$ cat src/rtl/adc_seq_pkg.sv
package adc_seq_pkg;

  typedef enum logic [1:0] {
    SEQ_IDLE = 2'd0,
    SEQ_LOW  = 2'd1,
    SEQ_HIGH = 2'd2
  } seqState_t;

  typedef struct packed {
    logic load;
    logic rise;
    logic fall;
    logic finish;
  } seqStrobe_t;

endpackage

$ cat src/rtl/adcSeqControl.sv
module adcSeqControl
  import adc_seq_pkg::*;
#(
  parameter int HALF_PERIOD = 2
) (
  input  logic       clk,
  input  logic       rstN,
  input  logic       cmdReq,
  input  logic       cmdHoldLow,
  input  logic       lastPulse,
  output seqStrobe_t stb,
  output logic       sclk,
  output logic       csN,
  output logic       cmdAck,
  output logic       cmdError
);

  localparam int PH_W = (HALF_PERIOD > 1) ? $clog2(HALF_PERIOD) : 1;
  localparam logic [PH_W-1:0] PH_LAST = PH_W'(HALF_PERIOD - 1);

  seqState_t       state;
  logic [PH_W-1:0] phCnt;
  logic            holdMode;
  logic            phEnd;

  always_comb begin
    phEnd      = (phCnt == PH_LAST);
    stb.load   = (state == SEQ_IDLE) && cmdReq;
    stb.rise   = (state == SEQ_LOW) && phEnd;
    stb.fall   = (state == SEQ_HIGH) && phEnd;
    stb.finish = (state == SEQ_HIGH) && phEnd && lastPulse;
  end

  always_ff @(posedge clk or negedge rstN) begin
    if (!rstN) begin
      state    <= SEQ_IDLE;
      phCnt    <= '0;
      holdMode <= 1'b0;
      sclk     <= 1'b0;
      csN      <= 1'b1;
      cmdAck   <= 1'b0;
      cmdError <= 1'b0;
    end else begin
      cmdAck   <= stb.load;
      cmdError <= cmdReq && (state != SEQ_IDLE);
      case (state)
        SEQ_IDLE: begin
          if (stb.load) begin
            state    <= SEQ_LOW;
            phCnt    <= '0;
            csN      <= 1'b0;
            holdMode <= cmdHoldLow;
          end
        end
        SEQ_LOW: begin
          if (phEnd) begin
            state <= SEQ_HIGH;
            phCnt <= '0;
            sclk  <= 1'b1;
          end else begin
            phCnt <= phCnt + PH_W'(1);
          end
        end
        SEQ_HIGH: begin
          if (phEnd) begin
            sclk  <= 1'b0;
            phCnt <= '0;
            if (lastPulse) begin
              state <= SEQ_IDLE;
              csN   <= ~holdMode;
            end else begin
              state <= SEQ_LOW;
            end
          end else begin
            phCnt <= phCnt + PH_W'(1);
          end
        end
        default: state <= SEQ_IDLE;
      endcase
    end
  end

  // the serial clock only runs inside a selected frame
  assert_sclk_needs_cs_R4: assert property (@(posedge clk) disable iff (!rstN)
    sclk |-> !csN);

  // a rejected request never coincides with an acceptance
  assert_err_not_ack_R10: assert property (@(posedge clk) disable iff (!rstN)
    cmdError |-> !cmdAck);

  // acceptance is a single-cycle pulse
  assert_ack_single_R11: assert property (@(posedge clk) disable iff (!rstN)
    cmdAck |=> !cmdAck);

endmodule

$ cat src/rtl/adcSeqDatapath.sv
module adcSeqDatapath
  import adc_seq_pkg::*;
#(
  parameter int INSTR_W     = 8,
  parameter int NARROW_BITS = 12,
  parameter int WIDE_BITS   = 16
) (
  input  logic                 clk,
  input  logic                 rstN,
  input  seqStrobe_t           stb,
  input  logic [INSTR_W-1:0]   cmdInstr,
  input  logic                 cmdLoadFmt,
  input  logic                 cmdWide,
  input  logic                 cmdSign,
  input  logic                 cmdLsbFirst,
  input  logic                 cmdHoldLow,
  input  logic                 cmdExpect,
  input  logic                 doIn,
  output logic                 di,
  output logic                 lastPulse,
  output logic [WIDE_BITS:0]   result,
  output logic                 resultValid
);

  localparam int RES_W = WIDE_BITS + 1;
  localparam int CNT_W = $clog2(RES_W + 1);

  logic             fmtWide, fmtSign, fmtLsb;
  logic             exSign, exLsb, exHasRes;
  logic [CNT_W-1:0] exLen, pulsesLeft, wordLen;
  logic [INSTR_W-1:0] txShift;
  logic [RES_W-1:0] rxShift, ordered;
  logic             signBit;

  always_comb begin
    wordLen = (fmtWide ? CNT_W'(WIDE_BITS) : CNT_W'(NARROW_BITS)) + CNT_W'(fmtSign);
    signBit = exLsb ? rxShift[0] : rxShift[exLen - CNT_W'(1)];
    for (int i = 0; i < RES_W; i++) begin
      if (CNT_W'(i) < exLen)
        ordered[i] = exLsb ? rxShift[exLen - CNT_W'(1) - CNT_W'(i)] : rxShift[i];
      else
        ordered[i] = exSign & signBit;
    end
    lastPulse = (pulsesLeft == CNT_W'(1));
    di        = txShift[0];
  end

  always_ff @(posedge clk or negedge rstN) begin
    if (!rstN) begin
      fmtWide     <= 1'b0;
      fmtSign     <= 1'b0;
      fmtLsb      <= 1'b0;
      exSign      <= 1'b0;
      exLsb       <= 1'b0;
      exHasRes    <= 1'b0;
      exLen       <= CNT_W'(INSTR_W);
      pulsesLeft  <= '0;
      txShift     <= '0;
      rxShift     <= '0;
      result      <= '0;
      resultValid <= 1'b0;
    end else begin
      resultValid <= 1'b0;
      if (stb.load) begin
        exLen      <= (cmdHoldLow || cmdExpect) ? wordLen : CNT_W'(INSTR_W);
        pulsesLeft <= (cmdHoldLow || cmdExpect) ? wordLen : CNT_W'(INSTR_W);
        exHasRes   <= cmdHoldLow || cmdExpect;
        exSign     <= fmtSign;
        exLsb      <= fmtLsb;
        txShift    <= cmdInstr;
        rxShift    <= '0;
        if (cmdLoadFmt) begin
          fmtWide <= cmdWide;
          fmtSign <= cmdSign;
          fmtLsb  <= cmdLsbFirst;
        end
      end
      if (stb.rise) rxShift <= {rxShift[RES_W-2:0], doIn};
      if (stb.fall) begin
        txShift    <= {1'b0, txShift[INSTR_W-1:1]};
        pulsesLeft <= pulsesLeft - CNT_W'(1);
      end
      if (stb.finish) begin
        resultValid <= exHasRes;
        result      <= ordered;
      end
    end
  end

  // the remaining-pulse count never exceeds the frame length
  assert_count_bound_R2: assert property (@(posedge clk) disable iff (!rstN)
    pulsesLeft <= exLen);

  // a result is only presented for frames longer than the instruction
  assert_no_res_short_R3: assert property (@(posedge clk) disable iff (!rstN)
    resultValid |-> (exLen > CNT_W'(INSTR_W)));

endmodule

$ cat src/rtl/adcFrameSeq.sv
module adcFrameSeq
  import adc_seq_pkg::*;
#(
  parameter int INSTR_W     = 8,
  parameter int NARROW_BITS = 12,
  parameter int WIDE_BITS   = 16,
  parameter int HALF_PERIOD = 2
) (
  input  logic               clk,
  input  logic               rstN,
  input  logic               cmdReq,
  input  logic [INSTR_W-1:0] cmdInstr,
  input  logic               cmdLoadFmt,
  input  logic               cmdWide,
  input  logic               cmdSign,
  input  logic               cmdLsbFirst,
  input  logic               cmdHoldLow,
  input  logic               cmdExpect,
  output logic               cmdAck,
  output logic               cmdError,
  output logic               csN,
  output logic               sclk,
  output logic               di,
  input  logic               doIn,
  output logic [WIDE_BITS:0] result,
  output logic               resultValid
);

  seqStrobe_t stb;
  logic       lastPulse;

  adcSeqControl #(.HALF_PERIOD(HALF_PERIOD)) uCtrl (
    .clk        (clk),
    .rstN       (rstN),
    .cmdReq     (cmdReq),
    .cmdHoldLow (cmdHoldLow),
    .lastPulse  (lastPulse),
    .stb        (stb),
    .sclk       (sclk),
    .csN        (csN),
    .cmdAck     (cmdAck),
    .cmdError   (cmdError)
  );

  adcSeqDatapath #(
    .INSTR_W     (INSTR_W),
    .NARROW_BITS (NARROW_BITS),
    .WIDE_BITS   (WIDE_BITS)
  ) uData (
    .clk         (clk),
    .rstN        (rstN),
    .stb         (stb),
    .cmdInstr    (cmdInstr),
    .cmdLoadFmt  (cmdLoadFmt),
    .cmdWide     (cmdWide),
    .cmdSign     (cmdSign),
    .cmdLsbFirst (cmdLsbFirst),
    .cmdHoldLow  (cmdHoldLow),
    .cmdExpect   (cmdExpect),
    .doIn        (doIn),
    .di          (di),
    .lastPulse   (lastPulse),
    .result      (result),
    .resultValid (resultValid)
  );

  // the instruction line holds still while the serial clock is high
  assert_di_steady_high_R6: assert property (@(posedge clk) disable iff (!rstN)
    (sclk && $past(sclk)) |-> $stable(di));

endmodule

$ cat config.mk
export PLATFORM = sky130hd
export DESIGN_NAME = adcFrameSeq
export DESIGN_NICKNAME = d
export VERILOG_FILES = /design/src/rtl/adc_seq_pkg.sv /design/src/rtl/adcSeqControl.sv /design/src/rtl/adcSeqDatapath.sv /design/src/rtl/adcFrameSeq.sv
export SDC_FILE = /design/constraint.sdc
export NUM_CORES = 1
export LEC_CHECK = 0
export BUFFER_PORTS_ARGS = -buffer_cell sky130_fd_sc_hd__buf_2
export CORE_AREA = 3 3 102 104
export CTS_CLUSTER_SIZE = 25
export DETAILED_ROUTE_END_ITERATION = 8
export DIE_AREA = 0 0 105 107
export PLACE_DENSITY = 0.72
export SKIP_CTS_REPAIR_TIMING = 1
export SLEW_MARGIN = 20
export SYNTH_ARGS = -nofsm -noshare
export SYNTH_HDL_FRONTEND = slang
export SYNTH_SLANG_ARGS = --single-unit
$ cat constraint.sdc
create_clock -name clk -period 2.7 [get_ports clk]
set_input_delay 0 -clock clk [delete_from_list [all_inputs] [get_ports clk]]
set_output_delay 0 -clock clk [all_outputs]
set_load 0.02 [all_outputs]
======== Word-level counts from Yosys, hierarchy flattened ========
Index checks and enable logic that the tools add are counted.
word-level totals
  logic and storage cells ................. 194
  register bits after elaboration ......... 67
  bits in writable memories ............... 0
  output and inout port bits .............. 23
  input port bits ......................... 18
  bits in latches ......................... 0
  memories kept ........................... 0
  ROM bits ................................ 0
operators by class
  divide/modulo/power cells ............... 0
  shift-type cells ........................ 0
  magnitude comparators ................... 34
  add/sub/neg operators ................... 20
  multiplexer cells ....................... 92
  bitwise logic cells ..................... 2
  multiply operators ...................... 0
  reductions and logical operators ........ 20
  equality and inequality tests ........... 7
operator list
  operator             count
  $lt 5x6->1 const B   17
  $bmux 1 s5           17
  $mux 1               60
  $lt 4x5->1 const A   8
  $sub 5x4->5 const B  8
  $mux 17              2
  $lt 3x5->1 const A   4
  $mux 5               4
  $sub 5x3->5 const B  4
  $mux 8               2
  $sub 5x1->5 const B  3
  $reduce_bool 2->1    6
  $lt 1x5->1 const A   2
  $lt 2x5->1 const A   2
  $sub 5x2->5 const B  2
  $ne 2x1->1 const B   4
  $mux 2               3
  $pmux 1 s2           3
  $pmux 2 s3           1
  $reduce_and 2->1     3
  $reduce_and 3->1     2
  $add 5x1->5          1
  $eq 5x1->1 const B   1
  $logic_and 1x1->1    5
  other kinds (11)     11

======== Longest topological paths before layout ========
Gate-level depths: netlist (run 1).
  depth in word-level cells ............... 6
  depth in mapped cells ................... 12
  mapped depth without buffers ............ 8

======== Cells and area by module ========
Synthesis (run 1) repeated with hierarchy kept, for this count alone.
unflattened totals
  cells, all modules ...................... 466
  area total of the unflattened synthesis .. 4415.5 um2
by module, submodules not included
  module          instances  cells each  seq. area each (um2)  area each (um2)
  adcSeqDatapath  1          425         1452.6                3958.8
  adcSeqControl   1          41          201.4                 456.7

======== Least setup slack after synthesis (run 1) ========
Ideal clock, no wire load.
  kind .................................... register to register
  start point ............................. reg uData.exLen[0]
  end point ............................... reg uData.result[10]
  path buffers ............................ 4
  cell stages (with the launch flop) ...... 13
  period minus slack after synthesis ...... 2.879 ns
  setup slack ............................. -0.179 ns
  arrival time ............................ 2.750 ns
  required time ........................... 2.572 ns
  library setup time ...................... 0.128 ns
  cell sequence ........................... dfrtp_1 > buf_2 > inv_2 > clkbuf_1 > ha_1 > buf_2 > buf_2 > o21bai_1 > a221oi_1 > xnor2_1 > nor2_1 > a221oi_1 > o21ai_1
on the way
  cells in the longest elaborated chain, start to end .. 6
  elaborated cells on any way between the ends .. 11
  classes of those cells .................. 2 x add/sub; 1 x order compare; 7 x mux; 1 x bitwise
RTL lines
  what                                       RTL line                                    RTL
  start, declared                            adcSeqDatapath.sv:30                        logic [CNT_W-1:0] exLen, pulsesLeft, wordLen;
  start signal, assigned                     adcSeqDatapath.sv:56                        exLen <= CNT_W'(INSTR_W);
  start signal, assigned                     adcSeqDatapath.sv:65                        exLen <= (cmdHoldLow || cmdExpect) ? wordLen : CNT_W'(INSTR_W);
  $sub 5x1->5                                adcSeqDatapath.sv:37, adcSeqDatapath.sv:40
  $sub 5x4->5 or $bmux 1 s5 (tied branches)  adcSeqDatapath.sv:40, adcSeqDatapath.sv:37
  $bmux 1 s5 or $mux 1 (tied branches)       adcSeqDatapath.sv:40, adcSeqDatapath.sv:37
  $mux 1 (on tied branches)                  adcSeqDatapath.sv:40, adcSeqDatapath.sv:37
  $mux 1 or $and 1x1->1 (tied branches)      adcSeqDatapath.sv:40, adcSeqDatapath.sv:42
  $mux 1 (*)                                 adcSeqDatapath.sv:39                        if (CNT_W'(i) < exLen)
  end signal, assigned                       adcSeqDatapath.sv:85                        result <= ordered;
  end, declared                              adcSeqDatapath.sv:21                        output logic [WIDE_BITS:0] result,
Every way passes the cells marked *; elsewhere a longest branch is shown, timed or not. The select of a mux whose other input is x is not followed.
A chain may end at the register's enable or synchronous reset.

======== Worst setup path after layout (run 1) ========
  start point ............................. reg uData.exLen[2]
  end point ............................... reg uData.result[9]
The elaborated chain is that of the path after synthesis.

==> out/qor.yml, run 1 <==
place_hpwl_mm: 7.175
ys.flop_type: "dfrtp_1"
initial_core_util: 0.4264
die_w_microns: 105
ys_ff_latch: 66
worst_slew_pin_slew_ns: 0.8087
arrival_ns: 2.74
syn_area_sq_um: 4110
synth_simple_gate_area_frac: 0.1486
p_per_area_nw_per_um2: 1115
grt_pass1_wl_mm: 17.28
syn_avg_cell_area_sq_um: 9.341
grt_usage: 0.1922
drv_cap: 0
clock_path_buffers: 2
slew_headroom: 0.4608
htree_levels: 3
gp_congestion: 0.9287
routedWlPerCell_microns: 16.65
vias: 3624
finalSetupTns_ns: 0
sw_frac_of_total: 0.4486
syn-num-nets: 467
critPathLaunchType: "register"
first_pass_iters: 5
skew_ns: 0.01513
drive_above_1_share: 0.2133
synth_most_common_cell: "dfrtp_1"
synth_common_cells: "dfrtp_1 (64), nand2_1 (62), nor2_1 (27)"
ant_nets: 0
p_comb_frac: 0.555
ys_warn_count: 0
viasPerCell: 5.752
routed_wl_mm: 10.49
grt-ovfl-total: 0
cts_sinks: 66
synthMuxAreaShare: 0.1236
antenna_found_initial: 0
first_global_vias: 3464
finalCriticalPeriod_ns: 2.505
synth_top_family_by_area: "compound AO/OA/AOI/OAI gates"
p_switching_mw: 2.436
finalCritPeriodShare: 0.9279
synth_edf_count: 0
reg2reg_depth: 8
maxSlewViolCount: 0
area_growth_pct: 18.51
hp-start: "cmdLoadFmt"
yosysSeqAreaShare: 0.4024
regToRegSetupSlack_ns: 0.19
end_kind: "register"
status: "completed"
hold_path.class: "input pin to register"
fmax_mhz: 399.2
seqPwrFrac: 0.272
synthAdderAreaFrac: 0.02740
synth-async-reset-ratio: 1.000
cts_buffers: 9
coreArea_sq_um: 9639
yosys.area_share.xor_xnor: 0.01857
crit_fanout: 10
crit_type: "register to register"
drc: 0
ys_types: 66
drtIter0Drc: 171
fin_nets: 519
clkLatencyLatePin_ns: 0.35
rsz0062_at_grt: "no"
synth_top_cell_area_share: 0.3896
root_buffer: "clkbuf_8"
synth_compound_area_frac: 0.2298
power_leakage_nw: 2.182
power_frac_clock: 0.173
rr_endpoint: "uData.result[9]$_DFFE_PN0N_"
hold_viol_final: 0
instances_no_fill: 630
r2r_start: "uData.exLen[2]$_DFFE_PN0P_"
vdd_drop_max_mv: 0.5377
cts_tree: "yes"
holdPathStages: 3
worst_slack_ns: 0.1947
hold_path_end: "uData.fmtLsb$_DFFE_PN0P_"
synth.top_cells.by_area: "dfrtp_1 (39%), nand2_1 (5.7%), mux4_2 (5.5%)"
place_ws_ns: 0.2022
die_h_microns: 107
die_area_sq_um: 11240
dp.cells: 599
final_util: 0.5053
diodes: 0
finalPower_mw: 5.431
nFillCells: 908
final-setup-viol-count: 0
ioPinCount: 41
yosysTopAreaCell: "dfrtp_1"
cp.required_ns: 2.93
cts.clk_slew.worst_paths_ns: 0.08
numPortBuffers: 40
intPower_mw: 2.994
cp-startpoint: "uData.exLen[2]$_DFFE_PN0P_"
synthCells: 440
grt_max_degree: 67
num_rows: 36
## worst max-delay path, stage by stage, from the launching register on
cell and delay, ns:
dfrtp_1 0.35, inv_1 0.10, ha_1 0.43, mux4_2 0.37
a311o_1 0.42, o2111ai_4 0.40, inv_4 0.08, o21ai_2 0.17
o21ai_1 0.08
## stage by stage
| step | hold slack (ns) | area (sq um) |
|---|---|---|
| 6_report | 0.07980 | 4871 |
| 3_5_place_dp | 0.2261 | 4501 |
| 4_1_cts | -0.1569 | 4718 |
| 2_1_floorplan | -0.2956 | 4124 |
| 3_3_place_gp | 0.2168 | 4501 |
| 5_1_grt | 0.06845 | 4871 |
## flip-flops by register name, indices dropped and copies added, names as in the netlist, 2 cells and up
name and count:
uData.pulsesLeft 5, uCtrl.state 2, uData.rxShift 17, uData.result 17, uData.exLen 4, uData.txShift 8
## cells in the final DEF, fill, tap and decap left out, drive strengths merged, types with 5 or more instances in the layout
master,Yosys,final
buf,11,58
ha,9,9
mux4,10,10
clkbuf,21,10
nor2,28,28
a221oi,7,7
mux2i,17,17
a21oi,22,22
nand3,8,8
mux2,10,10
a31oi,18,18
xnor2,5,5
a22o,17,17
nand2,62,62
dlygate4sd3,0,15
o31ai,5,5
o21ai,35,35
inv,17,18
dfrtp,64,64
nor3,6,6
## power by group through the flow
stage	clock network [mW]	logic, mW	registers, mW
global route	1.01	3.30	1.52
global placement	0	2.89	1.48
detailed placement	0	2.96	1.49
CTS	0.964	2.98	1.48
floorplan	0	2.21	1.53
finish	0.940	3.02	1.48
## metal layers
layer	GRT usage	wire length [microns]
met3	0.04937	836
met4	0.07779	366
met5	0	0
met2	0.3057	4924
met1	0.2509	4363
## how the worst max path moves through the flow
stage                                    to  slack [ns]  depth (start not counted)
4_1_cts         uData.result[9]$_DFFE_PN0N_        0.19                          8
5_1_grt         uData.result[0]$_DFFE_PN0N_        0.06                          8
6_report        uData.result[9]$_DFFE_PN0N_        0.19                          8
3_5_place_dp    uData.result[9]$_DFFE_PN0N_        0.20                          8
2_1_floorplan  uData.result[10]$_DFFE_PN0N_       0.007                         12
3_3_place_gp    uData.result[9]$_DFFE_PN0N_        0.32                          7
## kinds of logic after synthesis
kind of cell	Yosys count
adders and majority gates	9
and+or+nand+nor	133
buffers and inverters	51
muxes	37
xor gates and xnor gates	7
AOI/OAI and AO/OA	137
DFF	66
## area by class of cell
cell class / instances / area [sq um] / share of cell area
Multi-Input combinational cell: 323 / 2261 / 0.4642
Sequential cell: 66 / 1654 / 0.3396
Timing Repair Buffer: 73 / 498.0 / 0.1022
Tap cell: 133 / 166.4 / 0.03416
Clock buffer: 10 / 127.6 / 0.02620
Clock inverter: 6 / 90.09 / 0.01849
Inverter: 19 / 73.82 / 0.01516
Power figures use the tool's default switching activity.
==> run 2: changes to the inputs <==
- PLACE_DENSITY: 0.72 -> 0.69
- clock period: 2.7 -> 2.5 ns (I/O delays scaled with it)
==> out/qor.yml, run 2 (same netlist as run 1, synthesis figures left out) <==
status: "completed"
drtIter0Drc: 190  # +11%
cp.required_ns: 2.73  # -0.20 ns
ioPinCount: 41  # unchanged
drv_cap: 0  # unchanged
htree_levels: 3  # unchanged
hp-start: "cmdLoadFmt"
grt_pass1_wl_mm: 16.86  # -2.4%
crit_type: "register to register"
worst_slack_ns: 0.09937  # -0.09532 ns
finalPower_mw: 6.131  # +13%
slew_headroom: 0.4598  # -0.001067
first_pass_iters: 5  # unchanged
critPathLaunchType: "register"
cts_tree: "yes"
final-setup-viol-count: 0  # unchanged
fmax_mhz: 416.6  # +4.4%
final_cell_mix: "dfrtp_1 (63), nand2_1 (62), buf_2 (41)"
grt_usage: 0.1855  # -0.006665
num_rows: 36  # unchanged
cts_sinks: 66  # unchanged
regToRegSetupSlack_ns: 0.1  # -0.10 ns
hold_path_end: "uData.fmtSign$_DFFE_PN0P_"
gp_congestion: 0.9065  # -2.4%
p_per_area_nw_per_um2: 1216  # +9.1%
routed_wl_mm: 10.52  # +0.28%
use_met1: 0.2484  # -0.002511
rsz0062_at_grt: "yes"
area_growth_pct: 22.68
finalCriticalPeriod_ns: 2.401  # -0.1047 ns
holdPathStages: 3  # unchanged
final_cell_area_sq_um: 5042  # +3.5%
top_regs: "uData.result: 17 flops, uData.rxShift: 17 flops, uData.txShift: 8 flops"
grt.met2_usage: 0.3016  # -0.004125
die_w_microns: 105  # unchanged
final_util: 0.5231  # +0.01778
root_buffer: "clkbuf_8"
ant_nets: 0  # unchanged
place_ws_ns: -0.02877  # -0.2309 ns
viasPerCell: 5.676  # -1.3%
die_h_microns: 107  # unchanged
place_hpwl_mm: 7.191  # +0.23%
clkLatencyLatePin_ns: 0.35  # about the same
busiest_layer: "met2"
reg2reg_depth: 9  # +1
diodes: 0  # unchanged
drc: 0  # unchanged
routedWlPerCell_microns: 16.41  # -1.4%
first_global_vias: 3384  # -2.3%
hold_viol_final: 0  # unchanged
vias: 3638  # +0.39%
crit_fanout: 16  # +6
drive_above_1_share: 0.2480  # +0.03475
nFillCells: 906  # -0.22%
arrival_ns: 2.63  # -0.11 ns
clock_path_buffers: 2  # unchanged
vdd_drop_max_mv: 0.5799  # +7.8%
placed_area_sq_um: 4556  # +1.2%
grtUsageMet3: 0.04455  # -0.004816
hold_path.class: "input pin to register"
r2r_start: "uData.exLen[0]$_DFFE_PN0P_"
cts.clk_slew.worst_paths_ns: 0.08  # about the same
fin_nets: 530  # +2.1%
worst_slew_pin_slew_ns: 0.8103  # +0.001601 ns
die_area_sq_um: 11240  # unchanged
power_leakage_nw: 2.268  # +3.9%
cts_buffers: 9  # unchanged
end_kind: "register"
numPortBuffers: 40  # unchanged
finalCritPeriodShare: 0.9603  # +0.03236
grt_max_degree: 67  # unchanged
maxSlewViolCount: 0  # unchanged
grt-ovfl-total: 0  # unchanged
antenna_found_initial: 0  # unchanged
coreArea_sq_um: 9639  # unchanged
rr_endpoint: "uData.result[13]$_DFFE_PN0N_"
finalSetupTns_ns: 0  # unchanged
mostFrequentLayoutCell: "dfrtp_1"
initial_core_util: 0.4264  # unchanged
skew_ns: 0.01126  # -0.003874 ns
-- run 2: critical path, cell delays in order (launching register included) --
cell and delay, ns:
dfrtp_2 0.44, buf_12 0.16, or4_4 0.55, buf_4 0.17
a311o_1 0.38, o2111ai_4 0.11, buf_12 0.16, inv_4 0.04
o21ai_2 0.17, o21ai_1 0.08
-- run 2: metal layers --
metal  routed length, microns  vias to the layer above  part of all wire
met5                        0                        -                 0
met4                      132                        0             0.013
met3                      693                       13             0.066
met2                     5124                      129              0.49
met1                     4569                     1759              0.43
li1                         -                     1737                 -
-- run 2: cell type report --
| type | instances | area, sq um | share of cell area |
|---|---|---|---|
| well taps | 133 | 166.4 | 0.03300 |
| flip-flops and latches | 66 | 1655 | 0.3283 |
| multi-input cells | 323 | 2317 | 0.4596 |
| clock buffers | 9 | 123.9 | 0.02457 |
| repair buffers | 84 | 605.6 | 0.1201 |
| inverters | 19 | 73.82 | 0.01464 |
| clock inverters | 7 | 100.1 | 0.01985 |
-- run 2: stage by stage --
step,hold slack [ns],instances
after global placement,0.2123,604
after floorplan,-0.2956,440
after CTS,-0.1623,620
final,0.06511,641
after detailed placement,0.2135,604
after global routing,0.07961,641
-- run 2: how the worst max path moves through the flow --
| stage | slack (ns) | end | startpoint | depth (start not counted) |
|---|---|---|---|---|
| global route | -0.03 | uData.result[7]$_DFFE_PN0N_ | uData.exLen[0]$_DFFE_PN0P_ | 9 |
| global placement | 0.04 | uData.result[14]$_DFFE_PN0N_ | uData.exLen[0]$_DFFE_PN0P_ | 8 |
| floorplan | -0.01 | uData.result[13]$_DFFE_PN0N_ | uData.exLen[0]$_DFFE_PN0P_ | 10 |
| detailed placement | -0.03 | uData.result[13]$_DFFE_PN0N_ | uData.exLen[0]$_DFFE_PN0P_ | 8 |
| CTS | -0.05 | uData.result[13]$_DFFE_PN0N_ | uData.exLen[0]$_DFFE_PN0P_ | 8 |
| finish | 0.1 | uData.result[13]$_DFFE_PN0N_ | uData.exLen[0]$_DFFE_PN0P_ | 9 |
-- run 2: power by group --
part,switching (mW),internal (mW)
registers,0.229,1.36
logic,2.03,1.48
clock network,0.454,0.570
total,2.71,3.42
